[config.mk]
export PLATFORM = sky130hd
export DESIGN_NAME = sdac_host
export DESIGN_NICKNAME = d
export VERILOG_FILES = /design/src/rtl/sdac_pkg.sv /design/src/rtl/sdac_phase_timer.sv /design/src/rtl/sdac_shift.sv /design/src/rtl/sdac_host.sv
export SDC_FILE = /design/constraint.sdc
export NUM_CORES = 1
export LEC_CHECK = 0
export CORE_AREA = 3 3 92 94
export DETAILED_ROUTE_END_ITERATION = 8
export DIE_AREA = 0 0 95 97
export DONT_BUFFER_PORTS = 1
export GPL_TIMING_DRIVEN = 1
export PLACE_DENSITY = 0.58
export SLEW_MARGIN = 25
export SYNTH_ARGS = -nofsm -noshare
export SYNTH_HDL_FRONTEND = slang
export SYNTH_HIERARCHICAL = 1
export SYNTH_SLANG_ARGS = --single-unit
export TNS_END_PERCENT = 30
[constraint.sdc]
create_clock -name clk -period 1.82 [get_ports clk]
set_input_delay 0.455 -clock clk [delete_from_list [all_inputs] [get_ports clk]]
set_output_delay 0.455 -clock clk [all_outputs]
set_load 0.05 [all_outputs]
[src/rtl/sdac_pkg.sv]
package sdac_pkg;

  typedef enum logic [2:0] {
    OP_WR_NOW  = 3'd0,
    OP_WR_HOLD = 3'd1,
    OP_LOAD    = 3'd2,
    OP_SLEEP   = 3'd3,
    OP_WAKE    = 3'd4
  } sdac_op_e;

  typedef enum logic [3:0] {
    ST_IDLE, ST_SETUP, ST_SHIFT, ST_CSHOLD, ST_GAP,
    ST_LDLOW, ST_LDREC,
    ST_SLTOG, ST_SLP1, ST_SLGAP, ST_SLP2, ST_SLEEP,
    ST_WKP, ST_WKW
  } sdac_st_e;

  function automatic int max2(input int a, input int b);
    return (a > b) ? a : b;
  endfunction

endpackage

[src/rtl/sdac_phase_timer.sv]
module sdac_phase_timer #(
  parameter int CNT_W = 8
) (
  input  logic             clk,
  input  logic             rst_n,
  input  logic             load,
  input  logic [CNT_W-1:0] load_val,
  output logic             expired
);
  logic [CNT_W-1:0] cnt_q, cnt_d;

  always_comb begin
    cnt_d = cnt_q;
    if (load)              cnt_d = load_val;
    else if (cnt_q != '0)  cnt_d = cnt_q - 1'b1;
  end

  always_ff @(posedge clk or negedge rst_n) begin
    if (!rst_n) cnt_q <= '0;
    else        cnt_q <= cnt_d;
  end

  assign expired = (cnt_q == '0);
endmodule

[src/rtl/sdac_shift.sv]
module sdac_shift #(
  parameter int WORD_W = 16
) (
  input  logic              clk,
  input  logic              rst_n,
  input  logic              load,
  input  logic [WORD_W-1:0] load_data,
  input  logic              shift_en,
  output logic              msb
);
  logic [WORD_W-1:0] sr_q, sr_d;

  always_comb begin
    sr_d = sr_q;
    if (load)          sr_d = load_data;
    else if (shift_en) sr_d = {sr_q[WORD_W-2:0], 1'b0};
  end

  always_ff @(posedge clk or negedge rst_n) begin
    if (!rst_n) sr_q <= '0;
    else        sr_q <= sr_d;
  end

  assign msb = sr_q[WORD_W-1];
endmodule

[src/rtl/sdac_host.sv]
module sdac_host
  import sdac_pkg::*;
#(
  parameter int WORD_W    = 16,
  parameter int CLK_MHZ   = 125,
  parameter int HALF_CYC  = 7,
  parameter int SETUP_CYC = 2,
  parameter int HOLD_CYC  = 2,
  parameter int GAP_CYC   = 4,
  parameter int LOAD_CYC  = 4,
  parameter int WAKE_US   = 50,
  parameter bit LDAC_RST  = 1'b0
) (
  input  logic              clk,
  input  logic              rst_n,
  input  logic              cmd_valid,
  output logic              cmd_ready,
  input  logic [2:0]        cmd_op,
  input  logic [WORD_W-1:0] cmd_data,
  output logic              dac_cs_n,
  output logic              dac_sclk,
  output logic              dac_din,
  output logic              dac_ldac_n
);
  localparam int WAKE_CYC = WAKE_US * CLK_MHZ;
  localparam int MAXLEN   = max2(max2(max2(HALF_CYC, SETUP_CYC), max2(HOLD_CYC, GAP_CYC)),
                                 max2(LOAD_CYC, WAKE_CYC));
  localparam int CNT_W    = $clog2(MAXLEN + 1);
  localparam int BIT_W    = $clog2(WORD_W);
  localparam logic [CNT_W-1:0] T_HALF  = CNT_W'(HALF_CYC - 1);
  localparam logic [CNT_W-1:0] T_SETUP = CNT_W'(SETUP_CYC - 1);
  localparam logic [CNT_W-1:0] T_HOLD  = CNT_W'(HOLD_CYC - 1);
  localparam logic [CNT_W-1:0] T_GAP   = CNT_W'(GAP_CYC - 1);
  localparam logic [CNT_W-1:0] T_LOAD  = CNT_W'(LOAD_CYC - 1);
  localparam logic [CNT_W-1:0] T_WAKE  = CNT_W'(WAKE_CYC - 1);
  localparam logic [BIT_W-1:0] LAST_BIT = BIT_W'(WORD_W - 1);

  // reset: asserted at once, released after two clocks
  logic [1:0] rsync_q;
  always_ff @(posedge clk or negedge rst_n) begin
    if (!rst_n) rsync_q <= '0;
    else        rsync_q <= {rsync_q[0], 1'b1};
  end
  logic core_rst_n;
  assign core_rst_n = rsync_q[1];

  sdac_st_e         st_q, st_d;
  logic             ph_q, ph_d;
  logic [BIT_W-1:0] bit_q, bit_d;
  logic             lvl_q, lvl_d;
  logic             frl_q, frl_d;
  logic             wkhi_q, wkhi_d;
  logic             tmr_load, tmr_done, sh_load, sh_shift, sh_msb;
  logic [CNT_W-1:0] tmr_val;

  sdac_phase_timer #(.CNT_W(CNT_W)) u_tmr (
    .clk(clk), .rst_n(core_rst_n), .load(tmr_load), .load_val(tmr_val), .expired(tmr_done)
  );

  sdac_shift #(.WORD_W(WORD_W)) u_shf (
    .clk(clk), .rst_n(core_rst_n), .load(sh_load), .load_data(cmd_data),
    .shift_en(sh_shift), .msb(sh_msb)
  );

  always_comb begin
    st_d = st_q; ph_d = ph_q; bit_d = bit_q; lvl_d = lvl_q; frl_d = frl_q; wkhi_d = wkhi_q;
    tmr_load = 1'b0; tmr_val = '0; sh_load = 1'b0; sh_shift = 1'b0;
    case (st_q)
      ST_IDLE: if (cmd_valid) begin
        case (cmd_op)
          OP_WR_NOW, OP_WR_HOLD: begin
            frl_d = lvl_q | (cmd_op == OP_WR_HOLD);
            lvl_d = (cmd_op == OP_WR_HOLD);
            sh_load = 1'b1; bit_d = '0; ph_d = 1'b0;
            st_d = ST_SETUP; tmr_load = 1'b1; tmr_val = T_SETUP;
          end
          OP_LOAD:  begin st_d = ST_LDLOW; tmr_load = 1'b1; tmr_val = T_LOAD; end
          OP_SLEEP: begin st_d = ST_SLTOG; tmr_load = 1'b1; tmr_val = T_GAP;  end
          OP_WAKE:  begin st_d = ST_WKP; wkhi_d = 1'b0; tmr_load = 1'b1; tmr_val = T_GAP; end
          default: ;
        endcase
      end
      ST_SETUP: if (tmr_done) begin st_d = ST_SHIFT; tmr_load = 1'b1; tmr_val = T_HALF; end
      ST_SHIFT: if (tmr_done) begin
        tmr_load = 1'b1;
        if (!ph_q) begin
          ph_d = 1'b1; tmr_val = T_HALF;
        end else begin
          ph_d = 1'b0;
          if (bit_q == LAST_BIT) begin
            st_d = ST_CSHOLD; tmr_val = T_HOLD;
          end else begin
            bit_d = bit_q + 1'b1; sh_shift = 1'b1; tmr_val = T_HALF;
          end
        end
      end
      ST_CSHOLD: if (tmr_done) begin st_d = ST_GAP; tmr_load = 1'b1; tmr_val = T_GAP; end
      ST_GAP:    if (tmr_done) st_d = ST_IDLE;
      ST_LDLOW:  if (tmr_done) begin st_d = ST_LDREC; tmr_load = 1'b1; tmr_val = T_LOAD; end
      ST_LDREC:  if (tmr_done) st_d = ST_IDLE;
      ST_SLTOG:  if (tmr_done) begin st_d = ST_SLP1;  tmr_load = 1'b1; tmr_val = T_GAP; end
      ST_SLP1:   if (tmr_done) begin st_d = ST_SLGAP; tmr_load = 1'b1; tmr_val = T_GAP; end
      ST_SLGAP:  if (tmr_done) begin st_d = ST_SLP2;  tmr_load = 1'b1; tmr_val = T_GAP; end
      ST_SLP2:   if (tmr_done) st_d = ST_SLEEP;
      ST_SLEEP:  if (cmd_valid && (cmd_op != OP_SLEEP)) begin
        st_d = ST_WKP; wkhi_d = 1'b1; tmr_load = 1'b1; tmr_val = T_GAP;
      end
      ST_WKP:    if (tmr_done) begin st_d = ST_WKW; tmr_load = 1'b1; tmr_val = T_WAKE; end
      ST_WKW:    if (tmr_done) st_d = ST_IDLE;
      default:   st_d = ST_IDLE;
    endcase
  end

  always_ff @(posedge clk or negedge core_rst_n) begin
    if (!core_rst_n) begin
      st_q <= ST_IDLE; ph_q <= 1'b0; bit_q <= '0;
      lvl_q <= LDAC_RST; frl_q <= LDAC_RST; wkhi_q <= 1'b0;
    end else begin
      st_q <= st_d; ph_q <= ph_d; bit_q <= bit_d;
      lvl_q <= lvl_d; frl_q <= frl_d; wkhi_q <= wkhi_d;
    end
  end

  always_comb begin
    dac_cs_n = 1'b1; dac_sclk = 1'b0; dac_din = 1'b0; dac_ldac_n = lvl_q; cmd_ready = 1'b0;
    case (st_q)
      ST_IDLE:   cmd_ready = core_rst_n;
      ST_SETUP:  begin dac_cs_n = 1'b0; dac_din = sh_msb; dac_ldac_n = frl_q; end
      ST_SHIFT:  begin dac_cs_n = 1'b0; dac_sclk = ph_q; dac_din = sh_msb; dac_ldac_n = frl_q; end
      ST_CSHOLD: begin dac_cs_n = 1'b0; dac_ldac_n = frl_q; end
      ST_GAP:    dac_ldac_n = frl_q;
      ST_LDLOW:  dac_ldac_n = 1'b0;
      ST_LDREC:  dac_ldac_n = 1'b1;
      ST_SLTOG, ST_SLGAP: dac_sclk = 1'b1;
      ST_SLP1, ST_SLP2:   begin dac_cs_n = 1'b0; dac_sclk = 1'b1; end
      ST_SLEEP:  begin dac_sclk = 1'b1; cmd_ready = (cmd_op == OP_SLEEP) || (cmd_op == OP_WAKE); end
      ST_WKP:    begin dac_cs_n = 1'b0; dac_sclk = wkhi_q; end
      ST_WKW:    dac_sclk = wkhi_q;
      default: ;
    endcase
  end
endmodule

==> results by group <==
Status
  – Status: complete, but fails checks
  – Failing checks: negative setup slack

Routing
  – ANT nets after route: 0
  – Routed vias/inst: 5.04
  – Pre-Repair DR Iteration Count: 6
  – Initial DRC count: 105
  – DR vias: 2360
  – Detailed Route WL: 6790 µm
  – DR WL/cell: 14.5 µm
  – Residual DRC count: 0

Synthesis
  – Mapped Area: about 2700 µm²
  – Flops & latches, synth: 43
  – Post-synth top flop: dfrtp_1
  – Warnings from Yosys: 6
  – Sequential share of the synthesized area: 40.5%
  – Synth async-reset ratio: 100%
  – Post-synth cell types: 52
  – Mapped Cells: 291
  – Syn Area/Cell: 9.14 µm²
  – Post-synth EDFFs: 0

GRT
  – Largest net degree at the start of global routing: 42
  – Vias in the first global route: roughly 2300
  – GR Util All Layers: 14.9%
  – First-pass GRT wire length: 11000 µm
  – Initial antenna violation count: 0
  – GRT overflow: 0

Critical path
  – WP data required: around 2.0 ns
  – Crit path max-delay family: simple AND/OR/NAND/NOR gates
  – Critical Path Max Stage Delay: about 0.39 ns
  – Crit. path cell count: 9
  – Cell Chain, Critical Path: inv_2 -> ha_4 -> nor3b_4 -> nand4b_1 -> inv_2 -> mux2i_1 -> and3_4 -> or3_4 -> mux2_4
  – FF-to-FF path depth: 9
  – Crit path kind: reg -> reg
  – Crit path capture type: flip-flop
  – Setup crit start kind: flip-flop
  – CP Buf/Inv Count: 2
  – Most frequent CP cell: inv_2
  – Flop-to-flop setup slack: -0.30 ns
  – Arrival time at the worst endpoint: 2.31 ns
  – Slowest cell on the critical path: dfrtp_1
  – Max FO, Critical Path: 5

Floorplan
  – Starting Density: about 34%
  – Die height: 97 µm
  – Site Rows: 32
  – Die W: 95 µm
  – Core box area: 7730 µm²
  – Boundary Pins: 27
  – Total Die Area: 9220 µm²

Power and ir drop
  – P_leak: 1.56 nW
  – Total chip power: 6.49 mW
  – Peak VDD IR: between 0.0006 and 0.0007 V
  – Pwr dens: between 1500 and 2000 nW/µm²

Timing
  – Tcrit/Tclk final: 116%
  – RSZ-0062 raised after global routing: true
  – Relative slew slack: between 60% and 70%
  – Max-slew violations: 0
  – Worst setup margin: -0.296 ns
  – Period minus WS final: 2.12 ns
  – Max Clock Freq: 472 MHz
  – Slew @ Worst Pin: around 0.54 ns
  – Setup Skew: between 0.007 and 0.008 ns
  – Fin. Hold Viols: 0
  – Setup-failing EPs final: 43

Cells and area
  – Layout cells sized above 1: 40.4%
  – Final net count: 390
  – Filler cells: 708
  – Most frequent cells in the layout: buf_4 (53), dfrtp_1 (38), nand2_1 (34)
  – Most common cell after layout, fill and taps aside: buf_4
  – Antenna cell count: 0
  – Area grow syn2layout: 41.6%
  – Fin util: 48.7%

Clock tree
  – Clock sinks: 43
  – Clock-pin slew on the worst setup and hold paths: ~0.090 ns
  – Clk Latency, worst-skew pair: around 0.3 ns
  – TritonCTS Buffers: 5
  – Clock Path Buffers: 2
  – CTS tree: yes
  – CTS H-tree depth: 2
  – Clock Tree Root: clkbuf_8

Placed design
  – GP Congestion: 0.798
  – PortBufs: 0
  – DP Wirelength: 4510 µm

Min path
  – Worst hold path stage count: 2
  – Hold WC Path Type: in -> reg

Job
  – Max Cap Viol: 0
-- layer usage --
| metal | track usage [%] | part of all wire, % |
|---|---|---|
| met1 | 18.8 | 43 |
| met2 | 24.5 | 52 |
| met3 | 3.50 | 3.1 |
| met4 | 5.22 | 2.1 |
| met5 | 0 | 0 |
-- report_power, final --
part / switching (mW) / internal, mW / leakage, nW
Clock: 0.357 / 0.274 / 0.0408
Combinational: 1.93 / 2.15 / 0.999
Sequential: 0.389 / 1.38 / 0.523
Total: 2.68 / 3.81 / 1.56
-- sequential cells by signal, indices dropped and copies added (netlist names) --
signal       flops
u_shf/sr_q      16
u_tmr/cnt_q     13
bit_q            4
st_q             4
rsync_q          2
frl_q            1
lvl_q            1
ph_q             1
wkhi_q           1
-- cell type report --
class	count	area (µm²)	area share [%]
multi-input cells	226	1690	45.0
flip-flops and latches	43	1080	28.7
repair buffers	79	729	19.4
well taps	102	128	3.39
clock buffers	5	68.8	1.83
inverters	10	40.0	1.06
clock inverters	3	23.8	0.631
-- through the flow --
step	std cells	setup TNS (ns)	hold WS, ns	area [µm²]	setup WS [ns]
2_1_floorplan	295	-9.28	0.159	2700	-0.340
5_1_grt	468	-12.29	0.270	3770	-0.408
3_3_place_gp	440	-3.69	0.159	3250	-0.210
4_1_cts	460	-5.88	0.256	3620	-0.287
6_report	468	-6.67	0.270	3770	-0.296
3_5_place_dp	440	-5.12	0.159	3250	-0.242
-- final timing paths --
check,start,endpoint
setup / recovery,u_tmr/cnt_q[0],bit_q[0]
hold / removal,cmd_data[7],u_shf/sr_q[7]
setup reg to reg,u_tmr/cnt_q[0],bit_q[0]
hold reg to reg,rsync_q[0],rsync_q[1]
max in group asynchronous,rsync_q[1],u_tmr/cnt_q[3]
min in group asynchronous,rst_n,rsync_q[0]
-- cells by family (layout without fill, tap and decap cells) --
group                    after synthesis  after routing  synth area share (%)
AO/OA/AOI/OAI                         67             67                  15.4
XOR/XNOR                              13             13                  4.28
adder cells (fa/ha/maj)                3              3                  1.41
buffers and inverters                 26             97                  5.18
flip-flops                            43             43                  40.5
multiplexers                          25             25                  9.93
other                                  2              6                 0.282
AND/OR/NAND/NOR                      112            112                  23.0
-- cells in the mapped netlist, types with 6 or more instances --
library cell	instances	share of area, %
inv_1	9	1.3
xnor2_1	10	3.3
nand2_1	38	5.4
dfrtp_1	43	40
mux2_2	7	3.0
nand2b_1	6	1.4
o21ai_0	26	4.9
a21oi_1	7	1.3
o21ai_1	13	2.4
clkbuf_1	7	0.99
nor2_1	25	3.5
mux2i_1	17	6.4
nand3_1	12	2.3
-- what timing repair did --
action / in CTS / in global routing
gates cloned: 1 / 1
endpoints found under the setup margin: 41 / 45
buffers inserted: 10 / 7
hold endpoints to repair: 2 / 0
pin swaps: 18 / 12
resized for setup: 58 / 24
hold buffers: 1 / 0
(Power assumes the default switching activity.)
